<file path="config.mk">
export PLATFORM = sky130hd
export DESIGN_NAME = ctrl_i2c_regslave
export DESIGN_NICKNAME = d
export VERILOG_FILES = /design/src/rtl/i2cs_pkg.sv /design/src/rtl/i2cs_sync.sv /design/src/rtl/i2cs_regbank.sv /design/src/rtl/ctrl_i2c_regslave.sv
export SDC_FILE = /design/constraint.sdc
export NUM_CORES = 1
export LEC_CHECK = 0
export BUFFER_PORTS_ARGS = -buffer_cell sky130_fd_sc_hd__buf_2
export CELL_PAD_IN_SITES_DETAIL_PLACEMENT = 0
export CELL_PAD_IN_SITES_GLOBAL_PLACEMENT = 1
export CORE_MARGIN = 2
export CORE_UTILIZATION = 35
export CTS_CLUSTER_SIZE = 28
export DETAILED_ROUTE_END_ITERATION = 16
export MAX_ROUTING_LAYER = met4
export PLACE_DENSITY = 0.64
export SETUP_SLACK_MARGIN = 0.5
export SKIP_CTS_REPAIR_TIMING = 1
export SLEW_MARGIN = 5
export SYNTH_ARGS = -nofsm -noshare
export SYNTH_HDL_FRONTEND = slang
export SYNTH_HIERARCHICAL = 1
export SYNTH_SLANG_ARGS = --single-unit
</file>
<file path="constraint.sdc">
create_clock -name clk -period 4.1 [get_ports clk]
set_input_delay 0.82 -clock clk [delete_from_list [all_inputs] [get_ports clk]]
set_output_delay 0.82 -clock clk [all_outputs]
set_load 0.05 [all_outputs]
</file>
<file path="src/rtl/i2cs_pkg.sv">
package i2cs_pkg;

    typedef enum logic [2:0] {
        ST_IDLE,
        ST_ADDR,
        ST_ADDR_ACK,
        ST_WR_BYTE,
        ST_WR_ACK,
        ST_RD_BYTE,
        ST_RD_ACK,
        ST_IGNORE
    } i2cs_state_e;

    // pointer byte layout: auto-increment flag on top, register address below
    typedef struct packed {
        logic       incr;
        logic [6:0] addr;
    } map_t;

    // per-cycle bus view after synchronisation
    typedef struct packed {
        logic scl;
        logic sda;
        logic scl_rise;
        logic scl_fall;
        logic start;
        logic stop;
    } bus_ev_t;

    function automatic logic dev_match(input logic [7:0] b,
                                       input logic [5:0] hi,
                                       input logic       strap);
        return (b[7:2] == hi) && (b[1] == strap);
    endfunction

endpackage

</file>
<file path="src/rtl/i2cs_sync.sv">
module i2cs_sync
    import i2cs_pkg::*;
#(
    parameter int STAGES = 2
) (
    input  logic    clk,
    input  logic    rst,
    input  logic    scl_i,
    input  logic    sda_i,
    output bus_ev_t ev
);
    logic [STAGES-1:0] scl_ff;
    logic [STAGES-1:0] sda_ff;
    logic              scl_p;
    logic              sda_p;

    generate
        if (STAGES == 1) begin : g_one
            always_ff @(posedge clk) begin
                if (rst) begin
                    scl_ff <= '1;
                    sda_ff <= '1;
                end else begin
                    scl_ff <= scl_i;
                    sda_ff <= sda_i;
                end
            end
        end else begin : g_chain
            always_ff @(posedge clk) begin
                if (rst) begin
                    scl_ff <= '1;
                    sda_ff <= '1;
                end else begin
                    scl_ff <= {scl_ff[STAGES-2:0], scl_i};
                    sda_ff <= {sda_ff[STAGES-2:0], sda_i};
                end
            end
        end
    endgenerate

    always_ff @(posedge clk) begin
        if (rst) begin
            scl_p <= 1'b1;
            sda_p <= 1'b1;
        end else begin
            scl_p <= scl_ff[STAGES-1];
            sda_p <= sda_ff[STAGES-1];
        end
    end

    always_comb begin
        ev.scl      = scl_ff[STAGES-1];
        ev.sda      = sda_ff[STAGES-1];
        ev.scl_rise = ev.scl & ~scl_p;
        ev.scl_fall = ~ev.scl & scl_p;
        ev.start    = ev.scl & scl_p & sda_p & ~ev.sda;
        ev.stop     = ev.scl & scl_p & ~sda_p & ev.sda;
    end

endmodule

</file>
<file path="src/rtl/i2cs_regbank.sv">
module i2cs_regbank #(
    parameter int NUM_REGS = 16,
    parameter int AW       = 7,
    parameter int DW       = 8
) (
    input  logic          clk,
    input  logic          rst,
    input  logic          we,
    input  logic [AW-1:0] addr,
    input  logic [DW-1:0] wdata,
    output logic [DW-1:0] rdata
);
    localparam int            IDXW  = (NUM_REGS > 1) ? $clog2(NUM_REGS) : 1;
    localparam logic [AW-1:0] LIMIT = AW'(NUM_REGS);

    logic [DW-1:0] mem [NUM_REGS];
    logic          in_range;
    logic [IDXW-1:0] idx;

    assign in_range = (addr < LIMIT);
    assign idx      = addr[IDXW-1:0];

    always_ff @(posedge clk) begin
        if (rst) begin
            for (int i = 0; i < NUM_REGS; i++) mem[i] <= '0;
        end else if (we && in_range) begin
            mem[idx] <= wdata;
        end
    end

    assign rdata = in_range ? mem[idx] : '0;

endmodule

</file>
<file path="src/rtl/ctrl_i2c_regslave.sv">
module ctrl_i2c_regslave
    import i2cs_pkg::*;
#(
    parameter int         NUM_REGS    = 16,
    parameter int         SYNC_STAGES = 2,
    parameter logic [5:0] DEV_ADDR_HI = 6'b001100,
    parameter logic [6:0] MAP_RESET   = 7'h00
) (
    input  logic clk,
    input  logic rst,
    input  logic scl_i,
    input  logic sda_i,
    input  logic addr_sel_i,
    output logic sda_oe_o
);
    localparam int BITS = 8;
    localparam int CW   = $clog2(BITS + 1);
    localparam logic [CW-1:0] LAST = CW'(BITS);

    bus_ev_t        ev;
    i2cs_state_e    state;
    logic [CW-1:0]  cnt;
    logic [7:0]     rx_sh;
    logic [7:0]     tx_sh;
    map_t           map;
    logic           first_byte;
    logic           mack;
    logic           bank_we;
    logic [7:0]     bank_rdata;
    logic           byte_done;

    i2cs_sync #(.STAGES(SYNC_STAGES)) u_sync (
        .clk   (clk),
        .rst   (rst),
        .scl_i (scl_i),
        .sda_i (sda_i),
        .ev    (ev)
    );

    i2cs_regbank #(.NUM_REGS(NUM_REGS), .AW(7), .DW(8)) u_bank (
        .clk   (clk),
        .rst   (rst),
        .we    (bank_we),
        .addr  (map.addr),
        .wdata (rx_sh),
        .rdata (bank_rdata)
    );

    assign byte_done = ev.scl_fall && (cnt == LAST);
    assign bank_we   = (state == ST_WR_BYTE) && byte_done && !first_byte
                       && !ev.start && !ev.stop;

    always_ff @(posedge clk) begin
        if (rst) begin
            state      <= ST_IDLE;
            cnt        <= '0;
            rx_sh      <= '0;
            tx_sh      <= '0;
            map        <= '{incr: 1'b0, addr: MAP_RESET};
            first_byte <= 1'b0;
            mack       <= 1'b0;
        end else if (ev.start) begin
            state <= ST_ADDR;
            cnt   <= '0;
        end else if (ev.stop) begin
            state <= ST_IDLE;
            cnt   <= '0;
        end else begin
            unique case (state)
                ST_IDLE, ST_IGNORE: ;
                ST_ADDR: begin
                    if (ev.scl_rise && cnt < LAST) begin
                        rx_sh <= {rx_sh[6:0], ev.sda};
                        cnt   <= cnt + 1'b1;
                    end else if (byte_done) begin
                        cnt   <= '0;
                        state <= dev_match(rx_sh, DEV_ADDR_HI, addr_sel_i)
                                 ? ST_ADDR_ACK : ST_IGNORE;
                    end
                end
                ST_ADDR_ACK: begin
                    if (ev.scl_fall) begin
                        cnt <= '0;
                        if (rx_sh[0]) begin
                            state <= ST_RD_BYTE;
                            tx_sh <= bank_rdata;
                        end else begin
                            state      <= ST_WR_BYTE;
                            first_byte <= 1'b1;
                        end
                    end
                end
                ST_WR_BYTE: begin
                    if (ev.scl_rise && cnt < LAST) begin
                        rx_sh <= {rx_sh[6:0], ev.sda};
                        cnt   <= cnt + 1'b1;
                    end else if (byte_done) begin
                        cnt   <= '0;
                        state <= ST_WR_ACK;
                        if (first_byte) begin
                            map        <= map_t'(rx_sh);
                            first_byte <= 1'b0;
                        end else if (map.incr) begin
                            map.addr <= map.addr + 7'd1;
                        end
                    end
                end
                ST_WR_ACK: begin
                    if (ev.scl_fall) begin
                        state <= ST_WR_BYTE;
                        cnt   <= '0;
                    end
                end
                ST_RD_BYTE: begin
                    if (ev.scl_fall) begin
                        if (cnt == LAST - 1'b1) begin
                            state <= ST_RD_ACK;
                            cnt   <= '0;
                            if (map.incr) map.addr <= map.addr + 7'd1;
                        end else begin
                            tx_sh <= {tx_sh[6:0], 1'b1};
                            cnt   <= cnt + 1'b1;
                        end
                    end
                end
                ST_RD_ACK: begin
                    if (ev.scl_rise) begin
                        mack <= ~ev.sda;
                    end else if (ev.scl_fall) begin
                        cnt <= '0;
                        if (mack) begin
                            state <= ST_RD_BYTE;
                            tx_sh <= bank_rdata;
                        end else begin
                            state <= ST_IGNORE;
                        end
                    end
                end
                default: state <= ST_IDLE;
            endcase
        end
    end

    assign sda_oe_o = (state == ST_ADDR_ACK) || (state == ST_WR_ACK)
                    || ((state == ST_RD_BYTE) && !tx_sh[7]);

    // output enable never moves while SCL stays high
    a_r10_oe_stable_scl_high: assert property (@(posedge clk) disable iff (rst)
        (ev.scl && !ev.scl_rise) |-> $stable(sda_oe_o));

    // pointer only moves at a byte boundary
    a_r6_map_holds: assert property (@(posedge clk) disable iff (rst)
        !(state == ST_WR_BYTE || state == ST_RD_BYTE) |=> $stable(map));

    // the address acknowledge needs a matching byte
    a_r1_ack_needs_match: assert property (@(posedge clk) disable iff (rst)
        $rose(state == ST_ADDR_ACK) |-> dev_match(rx_sh, DEV_ADDR_HI, addr_sel_i));

    // a controller NACK leaves the line released
    a_r8_quiet_after_nack: assert property (@(posedge clk) disable iff (rst)
        (state == ST_RD_ACK && ev.scl_fall && !mack && !ev.start && !ev.stop)
        |=> !sda_oe_o);

    // the bit counter stays within one byte
    a_r9_bitcnt_bound: assert property (@(posedge clk) disable iff (rst)
        cnt <= LAST);

endmodule

</file>
==> results of run 1 <==
sequential cells by signal, summed over array words and instances, names as in the netlist, 2 cells and up:
signal         flops
map                8
state              3
u_bank/mem       128
u_sync/sda_ff      2
rx_sh              8
cnt                4
u_sync/scl_ff      2
tx_sh              8
stage by stage:
step                cell area (µm²)  cells  utilization, %  worst slack, ps
global route                   9300   1004            39.5              412
detailed placement             8680    972            36.9              628
global placement               8680    972            36.9              730
CTS                            9290   1004            39.4              587
floorplan                      8420    689               -             1170
finish                         9300   1004            39.5              624
critical path: stages, from the launching register on:
cell	delay, ps
dfxtp_1	380
and4b_1	280
nor2_1	380
nand4_1	200
nor2_1	200
or4b_1	570
or4_1	670
o21bai_2	450
final timing paths:
kind / end / slack (ps)
worst max-delay path: u_bank/mem[4][2] / 620
worst min register to register: u_sync/sda_ff[1] / 430
worst max register to register: u_bank/mem[4][2] / 620
worst min-delay path: u_sync/sda_ff[1] / 430
final cells by class:
cell class | instances | area [µm²] | area share, %
sequential | 167 | 4630 | 49.7
multi-input combinational | 436 | 3380 | 36.4
clock buffer | 17 | 425 | 4.57
tap | 319 | 399 | 4.29
timing repair buffer | 31 | 220 | 2.37
clock inverter | 15 | 178 | 1.91
inverter | 19 | 71.3 | 0.767
power groups by stage:
stage,Combinational (mW),Sequential [mW],Clock [mW]
CTS,0.429,1.95,1.68
global route,0.476,1.96,1.74
floorplan,0.355,1.97,0
detailed placement,0.428,1.99,0
finish,0.430,1.95,1.63
global placement,0.415,1.98,0
cell usage in the layout, fill, tap and decap left out, types with 8 or more instances in the layout:
cell       instances
nand2_1           30
nor2_1            38
nor3_1           101
o21ai_0           15
nand3_1           19
o211ai_1           8
buf_4             26
inv_1             19
nor3_2            32
mux4_2            32
o21bai_1           8
mux2i_1           17
clkbuf_16         17
a21oi_1           21
edfxtp_1         128
nand4_1            8
dfxtp_1           38
nor2b_1            9
per-layer routing:
metal  routed length [µm]  global-route usage (%)  up-vias  share of wire (%)
met5                    0                       -        -                  0
met4                  385                    5.79        0                1.8
met3                  891                    3.33       26                4.1
met2                11100                    30.6      159                 51
met1                 9590                    22.6     2881                 44
li1                     -                       -     2594                  -
==> metrics.txt, run 1 <==
status=finished, final reports clean; antenna violations before repair=0; Ports=6; Ant. Diodes=0; Max rail drop VDD=about 260 µV; cell count of the worst reg-to-reg path=7; Final HPWL DP=roughly 15,000 µm; htree depth=4; crit path DAT=about 3600 ps; Via density=5.64; clock skew=about 19 ps; worst hold slack=roughly 430 ps; num rows=56; vias in the first global route=between 5,000 and 6,000; Antenna Nets Post-Route=0; Worst Setup SP=u_sync/sda_ff[1]; clk sinks=167; P_sw=roughly 1.1 mW; share of layout cells above drive strength 1=approximately 22%; Initial Util=a little over a third; clk root buf=clkbuf_16; total power=approximately 4 mW; wire length per cell=around 22 µm; CP Class=flop to flop; fin. max-slew vios=0; power share of the sequential group=about half; Setup TNS=0 ps; pwr dens=between 400 and 500 mW/mm²; port bufs=5; Placer Congestion=0.877; overall via count from detail_route=~5,700; Final Critical Period=~3500 ps; drt total wl=roughly 22,000 µm; Fin. Hold Viols=0; Reg clk slew, reported paths=roughly 70 ps; first-pass GRT wire length=between 30,000 and 40,000 µm; Hold Path Origin=u_sync/sda_ff[0]; Hold WC Path Type=flop to flop; Max-cap violations=0; RR Startpoint=u_sync/sda_ff[1]; Clock Power Share=40.8%; synth warn=6; initial drt markers=~560; chip height=159 µm; Pre-Repair DR Iteration Count=5; crit start category=flop; fin nets=681; total core area=0.0235 mm²; CP required=roughly 4200 ps; Clk Latency, worst-skew pair=about 440 ps; Remaining DRCs=0; syn_area_per_cell=about 12 µm²; Synth Cell Area=0.00842 mm²; Layout area overhead=10.5%; Inserted Clock Buffers=17; Worst Path Max Fanout=12; Crit. End Element=flop; GRT Residual Overflow=0; largest net degree at the start of global routing=37; die area=around 0.025 mm²; Clock Path Buffers=2; Switching Fraction=between 20% and 30%; syn_nets=between 600 and 700; Mapped Cells=689; Die X=159 µm; Power Internal=slightly below 3 mW; Lkg Pwr=2.80 nW; Fillers=approximately 2,300; final period utilization=84.8%; Final Setup Violations=0; unrepaired setup endpoints after global routing=yes; Slew @ Worst Pin=1030 ps; CTS tree=done; all-layer global routing usage=18.3%; Logic pwr share=10.7%; worst hold stages=1; achievable clock frequency=288 MHz; slew margin rel.=31.2%
Note: power is estimated with default switching activity, not from simulation.
==> run 2: changes to the inputs <==
--- a/config.mk
+++ b/config.mk
@@ -13,7 +13,7 @@
 export CTS_CLUSTER_SIZE = 28
 export DETAILED_ROUTE_END_ITERATION = 16
 export MAX_ROUTING_LAYER = met4
-export PLACE_DENSITY = 0.64
+export PLACE_DENSITY = 0.66
 export SETUP_SLACK_MARGIN = 0.5
 export SKIP_CTS_REPAIR_TIMING = 1
 export SLEW_MARGIN = 5
==> constraint.sdc (replaced) <==
create_clock -name clk -period 3.01 [get_ports clk]
set_input_delay 0.602 -clock clk [delete_from_list [all_inputs] [get_ports clk]]
set_output_delay 0.602 -clock clk [all_outputs]
set_load 0.05 [all_outputs]
==> run 2 against run 1 <==
  * Power increased by 32%
  * Clock power rose by 23%
  * Non-clock buffer count grew 17
  * Count of clock-buffer cells in the layout up 1
==> metrics.txt, run 2 (synthesis results as in run 1) <==
clock skew=14.4 ps (-4.12 ps); Logic pwr share=11.7% (+1.0 points); Inserted Clock Buffers=17 (unchanged); Post-DP Area=0.00890 mm² (+2.5%); total core area=0.0235 mm² (unchanged); htree depth=4 (unchanged); worst hold slack=365 ps (-67.9 ps); commonest non-fill, non-tap cell in the layout=edfxtp_1; Post-Route Utilization=40.9% (+1.4 points); die area=0.0253 mm² (unchanged); Power Internal=3.97 mW (+35%); Ant. Diodes=0 (unchanged); GRT Residual Overflow=0 (unchanged); cell count of the worst reg-to-reg path=7 (unchanged); GR peak layer=met2; slew margin rel.=35.0% (+3.9 points); CP Class=flop to flop; fin nets=698 (+2.5%); Antenna Nets Post-Route=0 (unchanged); achievable clock frequency=366 MHz (+27%); status=finished, final reports clean; Hold WC Path Type=primary input to flop; Reg clk slew, reported paths=60 ps (about the same); max FFs per register=128 (unchanged); Placer Congestion=0.857 (-2.3%); most frequent cells in the layout=128 x edfxtp_1, 100 x nor3_1, 36 x nor2_1, 35 x buf_4, 34 x dfxtp_1; antenna violations before repair=0 (unchanged); vias in the first global route=5,714 (+0.79%); CTS tree=done; crit start category=flop; Max-cap violations=0 (unchanged); port bufs=5 (unchanged); met2 usage=27.4% (-3.2 points); Slew @ Worst Pin=974 ps (-58.0 ps); P_sw=1.31 mW (+22%); Lkg Pwr=2.92 nW (+4.2%); final period utilization=90.7% (+5.9 points); post-place setup slack=112 ps (-516 ps); Layout area overhead=14.4%; Initial Util=35.8% (unchanged); Clock Power Share=38.1% (-2.7 points); Reg with most FFs=u_bank/mem; worst hold path endpoint=u_sync/sda_ff[0]; initial drt markers=480 (-14%); worst hold stages=2 (+1); Clock Path Buffers=2 (unchanged); Setup TNS=0 ps (unchanged); wire length per cell=21.1 µm (-3.6%); share of layout cells above drive strength 1=27.1% (+4.6 points); Fin. Hold Viols=0 (unchanged); reg2reg end=u_bank/mem[2][3]; Switching Fraction=24.9% (-1.9 points); largest net degree at the start of global routing=41 (+11%); Final Setup Violations=0 (unchanged); crit path DAT=2850 ps (-720 ps); CP required=3130 ps (-1070 ps); clk sinks=167 (unchanged); all-layer global routing usage=17.8% (-0.56 points); unrepaired setup endpoints after global routing=yes; Final Critical Period=2730 ps (-746 ps); Ports=6 (unchanged); pwr dens=549 mW/mm² (+27%); clk root buf=clkbuf_16; Die X=159 µm (unchanged); RR Startpoint=u_sync/sda_ff[1]; fin. max-slew vios=0 (unchanged); overall via count from detail_route=5,778 (+2.1%); Fillers=2,221 (-2.2%); first-pass GRT wire length=33,500 µm (-1.2%); drt total wl=21,500 µm (-2.1%); M3 GR Usage=3.41% (+0.078 points); power share of the sequential group=50.2% (+1.7 points); Remaining DRCs=0 (unchanged); Worst Path Max Fanout=8 (-4); storage element area=0.00463 mm² (+0.11%); Final HPWL DP=14,700 µm (+0.27%); Max rail drop VDD=405 µV (+58%); num rows=56 (unchanged); Clk Latency, worst-skew pair=430 ps (about the same); Via density=5.66 (+0.48%); worst setup margin=280 ps (-344 ps); Pre-Repair DR Iteration Count=5 (unchanged); R2R setup slack=280 ps (-340 ps); Hold Path Origin=sda_i; chip height=159 µm (unchanged); met1 Track Usage GR=23.0% (+0.39 points); design area=0.00963 mm² (+3.5%); area of the multi-input gates=0.00357 mm² (+5.6%); Crit. End Element=flop
## run 2: cell count changes in the layout (fill, tap and decap cells not counted), sizes merged
cell	delta
buf	+17
clkbuf	+1
inv	-6
clkinvlp	+1
clkinv	+3
## run 2: worst max-delay path by stage
stage | start | to | slack (ps) | cells after the start
3_5_place_dp | u_sync/scl_p | u_bank/mem[10][3] | 110 | 7
3_3_place_gp | u_sync/scl_p | u_bank/mem[10][7] | 140 | 7
4_1_cts | u_sync/scl_p | u_bank/mem[10][3] | 90 | 7
6_report | u_sync/sda_ff[1] | u_bank/mem[2][3] | 280 | 7
2_1_floorplan | u_sync/scl_p | u_bank/mem[11][0] | 220 | 10
5_1_grt | cnt[0] | u_bank/mem[2][0] | 170 | 8
## run 2: cell type report
type                            instances  share of cell area (%)
Clock inverter                         13                    1.12
Sequential cell                       167                    48.1
Timing Repair Buffer                   48                    4.33
Inverter                               19                   0.741
Clock buffer                           18                    4.46
Tap cell                              319                    4.15
Multi-Input combinational cell        436                    37.1
## run 2: critical path: stages (launching register included)
cell      delay, ps
dfxtp_2         360
and4b_2         280
nor2_2          130
nand4_1         150
nor2_2          170
or4b_4          510
or4_4           520
o21bai_4        300
## run 2: stage by stage
stage / power, mW / cells
after CTS: 5.31 / 1012
final: 5.28 / 1020
after floorplan: 3.17 / 689
after global placement: 3.28 / 981
after global routing: 5.48 / 1020
after detailed placement: 3.30 / 981
## run 2: power by group through the flow
stage | Combinational, mW | Sequential (mW) | Clock (mW)
finish | 0.620 | 2.65 | 2.01
detailed placement | 0.598 | 2.70 | 0
CTS | 0.600 | 2.65 | 2.06
global route | 0.678 | 2.66 | 2.14
floorplan | 0.496 | 2.68 | 0
global placement | 0.587 | 2.69 | 0
## run 2: routing by layer
layer | vias up | part of all wire (%)
li1 | 2636 | -
met1 | 2905 | 44
met2 | 189 | 47
met3 | 48 | 5.1
met4 | 0 | 3.4
met5 | - | 0
